[src/rtl/pw_pkg.sv]
package pw_pkg;
    localparam int ADDR_W  = 7;
    localparam int DATA_W  = 8;
    localparam int FRAME_W = ADDR_W + 1 + DATA_W;

    localparam logic [ADDR_W-1:0] SBY_REG     = 7'h43;
    localparam logic [DATA_W-1:0] SBY_ON_VAL  = 8'h20;
    localparam logic [DATA_W-1:0] SBY_OFF_VAL = 8'hE0;

    typedef enum logic [2:0] {
        PH_IDLE,
        PH_LEAD,
        PH_LOW,
        PH_HIGH,
        PH_TRAIL
    } phase_e;
endpackage

[src/rtl/pw_req_sel.sv]
module pw_req_sel
    import pw_pkg::*;
(
    input  logic                start_i,
    input  logic [ADDR_W-1:0]   addr_i,
    input  logic [DATA_W-1:0]   data_i,
    input  logic                sby_enter_i,
    input  logic                sby_exit_i,
    output logic                req_o,
    output logic [FRAME_W-1:0]  frame_o
);
    // Write flag is the bit between address and data; 0 means write.
    always_comb begin
        req_o = start_i | sby_enter_i | sby_exit_i;
        if (start_i)
            frame_o = {addr_i, 1'b0, data_i};
        else if (sby_enter_i)
            frame_o = {SBY_REG, 1'b0, SBY_ON_VAL};
        else
            frame_o = {SBY_REG, 1'b0, SBY_OFF_VAL};
    end
endmodule

[src/rtl/pw_half_timer.sv]
module pw_half_timer #(
    parameter int HALF_CLKS = 400
) (
    input  logic clk,
    input  logic rst_n,
    input  logic en_i,
    output logic tick_o
);
    localparam int CW = (HALF_CLKS > 1) ? $clog2(HALF_CLKS) : 1;
    localparam logic [CW-1:0] RELOAD = CW'(HALF_CLKS - 1);

    logic [CW-1:0] cnt_d, cnt_q;

    always_comb begin
        if (!en_i || cnt_q == '0)
            cnt_d = RELOAD;
        else
            cnt_d = cnt_q - 1'b1;
    end

    always_ff @(posedge clk or negedge rst_n) begin
        if (!rst_n) cnt_q <= RELOAD;
        else        cnt_q <= cnt_d;
    end

    assign tick_o = en_i && (cnt_q == '0);

    // a phase cannot end twice in a row unless a phase is one cycle long
    p_tick_spacing_r4: assert property (@(posedge clk) disable iff (!rst_n)
        (HALF_CLKS > 1 && tick_o) |=> !tick_o);
endmodule

[src/rtl/pw_frame_tx.sv]
module pw_frame_tx
    import pw_pkg::*;
(
    input  logic               clk,
    input  logic               rst_n,
    input  logic               req_i,
    input  logic [FRAME_W-1:0] frame_i,
    input  logic               tick_i,
    output logic               busy_o,
    output logic               done_o,
    output logic               cs_n_o,
    output logic               sclk_o,
    output logic               sdo_o
);
    localparam int BW = $clog2(FRAME_W + 1);

    typedef struct packed {
        phase_e             ph;
        logic [FRAME_W-1:0] sh;
        logic [BW-1:0]      left;
        logic               done;
    } tx_st_t;

    tx_st_t st_d, st_q;

    always_comb begin
        st_d      = st_q;
        st_d.done = 1'b0;
        unique case (st_q.ph)
            PH_IDLE: begin
                if (req_i) begin
                    st_d.ph   = PH_LEAD;
                    st_d.sh   = frame_i;
                    st_d.left = BW'(FRAME_W);
                end
            end
            PH_LEAD: if (tick_i) st_d.ph = PH_LOW;
            PH_LOW:  if (tick_i) st_d.ph = PH_HIGH;
            PH_HIGH: begin
                if (tick_i) begin
                    if (st_q.left == BW'(1)) begin
                        st_d.ph = PH_TRAIL;
                        st_d.sh = '0;
                    end else begin
                        st_d.ph   = PH_LOW;
                        st_d.sh   = {st_q.sh[FRAME_W-2:0], 1'b0};
                        st_d.left = st_q.left - 1'b1;
                    end
                end
            end
            PH_TRAIL: begin
                if (tick_i) begin
                    st_d.ph   = PH_IDLE;
                    st_d.done = 1'b1;
                end
            end
            default: st_d.ph = PH_IDLE;
        endcase
    end

    always_ff @(posedge clk or negedge rst_n) begin
        if (!rst_n) st_q <= '{ph: PH_IDLE, sh: '0, left: '0, done: 1'b0};
        else        st_q <= st_d;
    end

    assign busy_o = (st_q.ph != PH_IDLE);
    assign done_o = st_q.done;
    assign cs_n_o = (st_q.ph == PH_IDLE) || (st_q.ph == PH_TRAIL);
    assign sclk_o = (st_q.ph == PH_HIGH);
    assign sdo_o  = ((st_q.ph == PH_LOW) || (st_q.ph == PH_HIGH)) && st_q.sh[FRAME_W-1];

    p_idle_lines_r1: assert property (@(posedge clk) disable iff (!rst_n)
        !busy_o |-> (cs_n_o && !sclk_o && !sdo_o));

    p_clk_in_window_r5: assert property (@(posedge clk) disable iff (!rst_n)
        sclk_o |-> !cs_n_o);

    p_data_setup_r4: assert property (@(posedge clk) disable iff (!rst_n)
        $rose(sclk_o) |-> $stable(sdo_o));

    p_done_single_r6: assert property (@(posedge clk) disable iff (!rst_n)
        done_o |=> !done_o);

    p_done_ends_busy_r6: assert property (@(posedge clk) disable iff (!rst_n)
        done_o |-> (!busy_o && $past(busy_o)));

    p_no_restart_r7: assert property (@(posedge clk) disable iff (!rst_n)
        (busy_o && st_q.ph != PH_LEAD) |=> (st_q.ph != PH_LEAD));
endmodule

[src/rtl/panel_reg_writer.sv]
module panel_reg_writer
    import pw_pkg::*;
#(
    parameter int HALF_CLKS = 400
) (
    input  logic              clk,
    input  logic              rst_n,
    input  logic              start_i,
    input  logic [ADDR_W-1:0] addr_i,
    input  logic [DATA_W-1:0] data_i,
    input  logic              sby_enter_i,
    input  logic              sby_exit_i,
    output logic              busy_o,
    output logic              done_o,
    output logic              pnl_cs_n,
    output logic              pnl_sclk,
    output logic              pnl_sdo
);
    logic               req;
    logic [FRAME_W-1:0] frame;
    logic               tick;

    pw_req_sel u_sel (
        .start_i     (start_i),
        .addr_i      (addr_i),
        .data_i      (data_i),
        .sby_enter_i (sby_enter_i),
        .sby_exit_i  (sby_exit_i),
        .req_o       (req),
        .frame_o     (frame)
    );

    pw_half_timer #(.HALF_CLKS(HALF_CLKS)) u_timer (
        .clk    (clk),
        .rst_n  (rst_n),
        .en_i   (busy_o),
        .tick_o (tick)
    );

    pw_frame_tx u_tx (
        .clk     (clk),
        .rst_n   (rst_n),
        .req_i   (req),
        .frame_i (frame),
        .tick_i  (tick),
        .busy_o  (busy_o),
        .done_o  (done_o),
        .cs_n_o  (pnl_cs_n),
        .sclk_o  (pnl_sclk),
        .sdo_o   (pnl_sdo)
    );
endmodule

[config.mk]
export PLATFORM = sky130hd
export DESIGN_NAME = panel_reg_writer
export DESIGN_NICKNAME = d
export VERILOG_FILES = /design/src/rtl/pw_pkg.sv /design/src/rtl/pw_req_sel.sv /design/src/rtl/pw_half_timer.sv /design/src/rtl/pw_frame_tx.sv /design/src/rtl/panel_reg_writer.sv
export SDC_FILE = /design/constraint.sdc
export NUM_CORES = 1
export LEC_CHECK = 0
export ABC_AREA = 1
export BUFFER_PORTS_ARGS = -buffer_cell sky130_fd_sc_hd__buf_4
export CAP_MARGIN = 20
export CORE_MARGIN = 10
export CORE_UTILIZATION = 50
export DETAILED_ROUTE_END_ITERATION = 16
export PLACE_DENSITY = 0.7
export SETUP_SLACK_MARGIN = 0.2
export SYNTH_ARGS = -nofsm -noshare
export SYNTH_HDL_FRONTEND = slang
export SYNTH_SLANG_ARGS = --single-unit
[constraint.sdc]
create_clock -name clk -period 3.01 [get_ports clk]
set_input_delay 0.1505 -clock clk [delete_from_list [all_inputs] [get_ports clk]]
set_output_delay 0.1505 -clock clk [all_outputs]
set_load 0.1 [all_outputs]
==> impl_metrics.tcl, run 1 <==
set metrics [dict create \
    status "complete, no violations" \
    power_density_nw_per_um2 1050 \
    r2r_slack_ns 1.11 \
    cts.htree.levels 2 \
    min_from "data_i[0]" \
    drive_above_1_share_pct 20.8 \
    place_hpwl_mm 3.04 \
    ant_nets 0 \
    cts_sinks 34 \
    final_common_cell "nand2_1" \
    insertedDiodeCount 0 \
    viasPerCell 5.18 \
    fin_worst_skew_ns 0.00166 \
    hold_depth 3 \
    gp_congestion 0.823 \
    crit_type "reg2out" \
    vdd_ir_drop_max_mv 0.385 \
    grt_max_degree 35 \
    crit_arrival_ns 1.96 \
    cts_root_buf "clkbuf_8" \
    finalNetCount 291 \
    setup_viol 0 \
    die_area_um2 6810 \
    placed_cell_area_um2 2100 \
    syn_nets 268 \
    drt-initial-drc-count 91 \
    grt_pass1_vias 1640 \
    ys_seq_elements 34 \
    cts.repair.resized 0 \
    cp_max_fo 22 \
    die_y_um 82.5 \
    fin_crit_sh_pct 70.1 \
    hold_viol 0 \
    fin_area_um2 2220 \
    seqCellArea_um2 858 \
    synth_cell_types 31 \
    reg2regPathDepth 6 \
    numCtsBuffers 5 \
    yosysSeqAreaShare_pct 43.9 \
    netlist_area_um2 1950 \
    avgSynthCellArea_um2 7.98 \
    layout_common_cells "nand2_1 (83), nand3_1 (49), dfrtp_1 (28), buf_4 (24), nor2_1 (17)" \
    vias 1641 \
    fmax_mhz 474 \
    antenna_found_initial 0 \
    tns_ns 0 \
    port_buffers 24 \
    grt_pass1_wl_mm 7.64 \
    drtPass1Iterations 5 \
    slew_viol_final 0 \
    tightest_slew_ns 0.437 \
    fillers 372 \
    synth_warnings 0 \
    die_x_um 82.5 \
    setup.worst_path.start_class "flip-flop" \
    reg2reg_from "u_tx.st_q[22]" \
    cp-end-kind "output pin" \
    overflow 0 \
    required_ns 2.86 \
    clk_path_buf_depth 2 \
    clock_latency_ns 0.28 \
    drv_cap 0 \
    timing.rr.end "u_tx.st_q[5]" \
    synth_cells 245 \
    routed_wl_mm 4.26 \
    start_util_pct 52.6 \
    pin_count 25 \
    drc 0 \
    area_delta_synth_final_pct 13.7 \
    clk_pin_slew_ns 0.07 \
    grt_setup_unrepaired "no" \
    relSlewSlack_pct 70.8 \
    power.leakage_nw 1.18 \
    holdPathEnd "u_tx.st_q[6]" \
    hold_class "in2reg" \
    row_count 22 \
    power_mw 2.33 \
    wl_per_cell_um 13.4 \
    cts_tree "yes" \
    multi_input_area_um2 946 \
    fp.coreArea_um2 3720 \
    grt_use_total_pct 14.0 \
    timing.final.crit_period_ns 2.11 \
]
-- sequential cells by signal, summed over array words and instances, names as in the netlist --
name	flops
u_timer.cnt_q	9
u_tx.done_o	1
u_tx.st_q	24
-- where the power goes --
group / total, mW / switching (mW) / internal [mW] / leakage [nW]
Sequential: 0.753 / 0.124 / 0.630 / 0.426
Clock: 0.394 / 0.163 / 0.231 / 0.0575
Combinational: 1.18 / 0.844 / 0.336 / 0.694
-- final cells by class --
type	count	share of cell area [%]
clock buffers	8	4.95
multi-input cells	188	42.6
well taps	48	2.70
repair buffers	25	8.56
inverters	14	2.59
flip-flops and latches	34	38.6
-- cell usage after synthesis --
master	count	area, µm²
nand2_4	5	56.3
nor2_4	3	33.8
nor2_2	1	6.26
nand4_1	2	12.5
buf_6	1	11.3
clkbuf_1	1	3.75
and3_1	1	6.26
o21ai_0	10	50.1
buf_2	3	15.0
inv_2	3	11.3
o31ai_1	1	7.51
nand3_2	3	30.0
nand2_2	1	6.26
xnor2_1	1	8.76
buf_12	2	40.0
o211ai_1	1	7.51
inv_1	10	37.5
ha_1	3	37.5
nor2_1	17	63.8
inv_6	1	8.76
nand2_1	83	312
dfstp_2	6	158
buf_8	1	15.0
a21oi_1	2	10.0
xor2_1	2	17.5
o21bai_1	1	7.51
buf_4	1	7.51
nand2_8	1	20.0
nand3b_1	1	7.51
dfrtp_1	28	701
nand3_1	49	245
-- critical path: stages, from the launching register on --
cell     delay (ns)
dfrtp_1        0.48
nand3_2        0.41
inv_2          0.42
buf_4          0.36
-- metrics by stage --
stage / setup WS (ns) / util [%] / instances / hold slack, ns
2_1_floorplan: 0.844 / - / 245 / -0.145
3_3_place_gp: 1.21 / 56.6 / 308 / 0.129
3_5_place_dp: 1.13 / 56.6 / 308 / 0.125
4_1_cts: 0.883 / 59.8 / 317 / 0.137
5_1_grt: 0.774 / 59.8 / 317 / 0.158
6_report: 0.899 / 59.8 / 317 / 0.129
-- cell families (layout without fill, tap and decap cells) --
logic type,count (synthesis),in the layout,synth area share [%]
and+or+nand+nor,167,167,40.9
DFF,34,34,43.9
AOI/OAI and AO/OA,15,15,4.23
adders and majority gates,3,3,1.92
buffers and inverters,23,47,7.68
xor gates and xnor gates,3,3,1.34
-- worst max-delay path by stage --
stage / slack, ns / from / to
2_1_floorplan: 0.84 / u_tx.st_q[22] / u_tx.st_q[14]
3_3_place_gp: 1.21 / u_tx.st_q[22] / u_tx.st_q[1]
3_5_place_dp: 1.13 / u_tx.st_q[22] / u_tx.st_q[1]
4_1_cts: 0.88 / u_tx.st_q[22] / pnl_sclk
5_1_grt: 0.77 / u_tx.st_q[22] / pnl_sclk
6_report: 0.90 / u_tx.st_q[22] / pnl_sclk
-- what timing repair did --
action,CTS,global route
endpoints found under the hold margin,28,0
hold buffers,1,0
setup buffers,0,0
-- per-layer routing --
metal	vias to the layer above	wire length [µm]	track usage, %
met5	-	0	0
met4	0	48	5.35
met3	4	264	4.10
met2	44	1910	20.5
met1	753	2040	19.0
li1	840	-	-
Note: power is estimated with default switching activity, not from simulation.
==> run 2, diff against run 1 <==
--- a/config.mk
+++ b/config.mk
@@ -11,7 +11,7 @@
 export CORE_MARGIN = 10
 export CORE_UTILIZATION = 50
 export DETAILED_ROUTE_END_ITERATION = 16
-export PLACE_DENSITY = 0.7
+export PLACE_DENSITY = 0.73
 export SETUP_SLACK_MARGIN = 0.2
 export SYNTH_ARGS = -nofsm -noshare
 export SYNTH_HDL_FRONTEND = slang
==> constraint.sdc (replaced) <==
create_clock -name clk -period 1.9 [get_ports clk]
set_input_delay 0.095 -clock clk [delete_from_list [all_inputs] [get_ports clk]]
set_output_delay 0.095 -clock clk [all_outputs]
set_load 0.1 [all_outputs]
==> impl_metrics.tcl, run 2 (synthesized netlist as in run 1, its figures left out) <==
set metrics [dict create \
    status "complete, no violations" \
    grt_pass1_vias 1635 \
    routed_wl_mm 4.24 \
    fp.coreArea_um2 3720 \
    drv_cap 0 \
    fillers 340 \
    crit_type "reg2reg" \
    numCtsBuffers 5 \
    cts_tree "yes" \
    grt_setup_unrepaired "yes" \
    die_x_um 82.5 \
    die_y_um 82.5 \
    drt-initial-drc-count 122 \
    drtPass1Iterations 4 \
    clk_path_buf_depth 2 \
    ant_nets 0 \
    cp_max_fo 21 \
    grt_max_degree 35 \
    start_util_pct 52.6 \
    timing.final.crit_period_ns 1.61 \
    tns_ns 0 \
    overflow 0 \
    gp_congestion 0.776 \
    antenna_found_initial 0 \
    setup.worst_path.start_class "flip-flop" \
    drive_above_1_share_pct 23.2 \
    hold_viol 0 \
    finalNetCount 294 \
    cp-end-kind "flip-flop" \
    pre_cts_ws_ns 0.186 \
    cts.htree.levels 2 \
    grt_pass1_wl_mm 7.53 \
    worst_slack_ns 0.290 \
    power_density_nw_per_um2 1670 \
    crit_arrival_ns 1.82 \
    largest_register_ffs 24 \
    cts_sinks 34 \
    fin_worst_skew_ns 0.00417 \
    die_area_um2 6810 \
    relSlewSlack_pct 72.1 \
    row_count 22 \
    setup_viol 0 \
    vdd_ir_drop_max_mv 0.719 \
    grt_use_total_pct 14.1 \
    fin_crit_sh_pct 84.8 \
    layout_common_cells "nand2_1 (80), nand3_1 (49), dfrtp_1 (27), buf_4 (25), nor2_1 (17)" \
    wl_per_cell_um 13.3 \
    top_register "u_tx.st_q" \
    fmax_mhz 621 \
    port_buffers 24 \
    cts_root_buf "clkbuf_8" \
    viasPerCell 5.31 \
    clock_latency_ns 0.29 \
    area_delta_synth_final_pct 17.1 \
    tightest_slew_ns 0.419 \
    pin_count 25 \
    drc 0 \
    clk_pin_slew_ns 0.07 \
    vias 1700 \
    slew_viol_final 0 \
    final_common_cell "nand2_1" \
    hold_class "in2reg" \
    insertedDiodeCount 0 \
    place_hpwl_mm 3.06 \
    required_ns 2.11 \
    power.leakage_nw 1.18 \
]
[run 2: cell type report]
class                      instances  area (µm²)  area share (%)
clock inverter                     1        5.00           0.219
timing repair buffer              27         209            9.13
multi-input combinational        189        1000            43.8
clock buffer                       7        86.3            3.77
inverter                          14        65.1            2.84
sequential                        34         860            37.6
tap                               48        60.1            2.62
[run 2: per-layer routing]
metal	GRT usage (%)	vias up	routed length, µm
met5	0	-	0
met4	6.19	0	73
met3	4.97	6	267
met2	20.4	40	1910
met1	18.5	797	1990
li1	-	857	-
[run 2: stage by stage]
| step | cell area [µm²] | power, mW | hold slack [ns] | util (%) | cells |
|---|---|---|---|---|---|
| finish | 2290 | 3.83 | 0.0521 | 61.6 | 320 |
| floorplan | 1980 | 2.93 | -0.201 | - | 245 |
| global route | 2290 | 4.14 | 0.0642 | 61.6 | 320 |
| detailed placement | 2140 | 3.16 | 0.0667 | 57.6 | 310 |
| CTS | 2250 | 3.75 | 0.0502 | 60.5 | 319 |
| global placement | 2140 | 3.13 | 0.0700 | 57.6 | 310 |
[run 2: critical path, cell delays in order (launching register included)]
cell,delay (ns)
dfstp_2,0.54
inv_1,0.06
ha_1,0.24
nand2_2,0.12
nor2_4,0.05
nand2_4,0.11
nand2_8,0.15
inv_2,0.14
o211ai_1,0.10
[run 2: power breakdown]
group | switching [mW] | internal, mW | leakage [nW]
logic | 1.44 | 0.635 | 0.711
clock network | 0.262 | 0.292 | 0.0482
registers | 0.206 | 1.00 | 0.425
total | 1.91 | 1.93 | 1.18
[run 2: timing repair]
item / CTS / global route
hold endpoints to repair: 28 / 0
hold buffers: 1 / 0
buffers inserted: 0 / 0
pin swaps: 0 / 1
cloned: 0 / 1
resized for setup: 3 / 5
setup endpoints to repair: 4 / 26
[run 2: path summary, 6_finish.rpt]
path | startpoint | to | slack (ns) | depth (start not counted)
max | u_timer.cnt_q[0] | u_timer.cnt_q[7] | 0.29 | 8
min | data_i[0] | u_tx.st_q[6] | 0.05 | 3
max reg2reg | u_timer.cnt_q[0] | u_timer.cnt_q[7] | 0.29 | 8
min reg2reg | u_timer.cnt_q[0] | u_timer.cnt_q[0] | 0.46 | 1
max in group asynchronous | rst_n | u_timer.cnt_q[8] | 1.29 | 2
min in group asynchronous | rst_n | u_timer.cnt_q[6] | 0.29 | 2
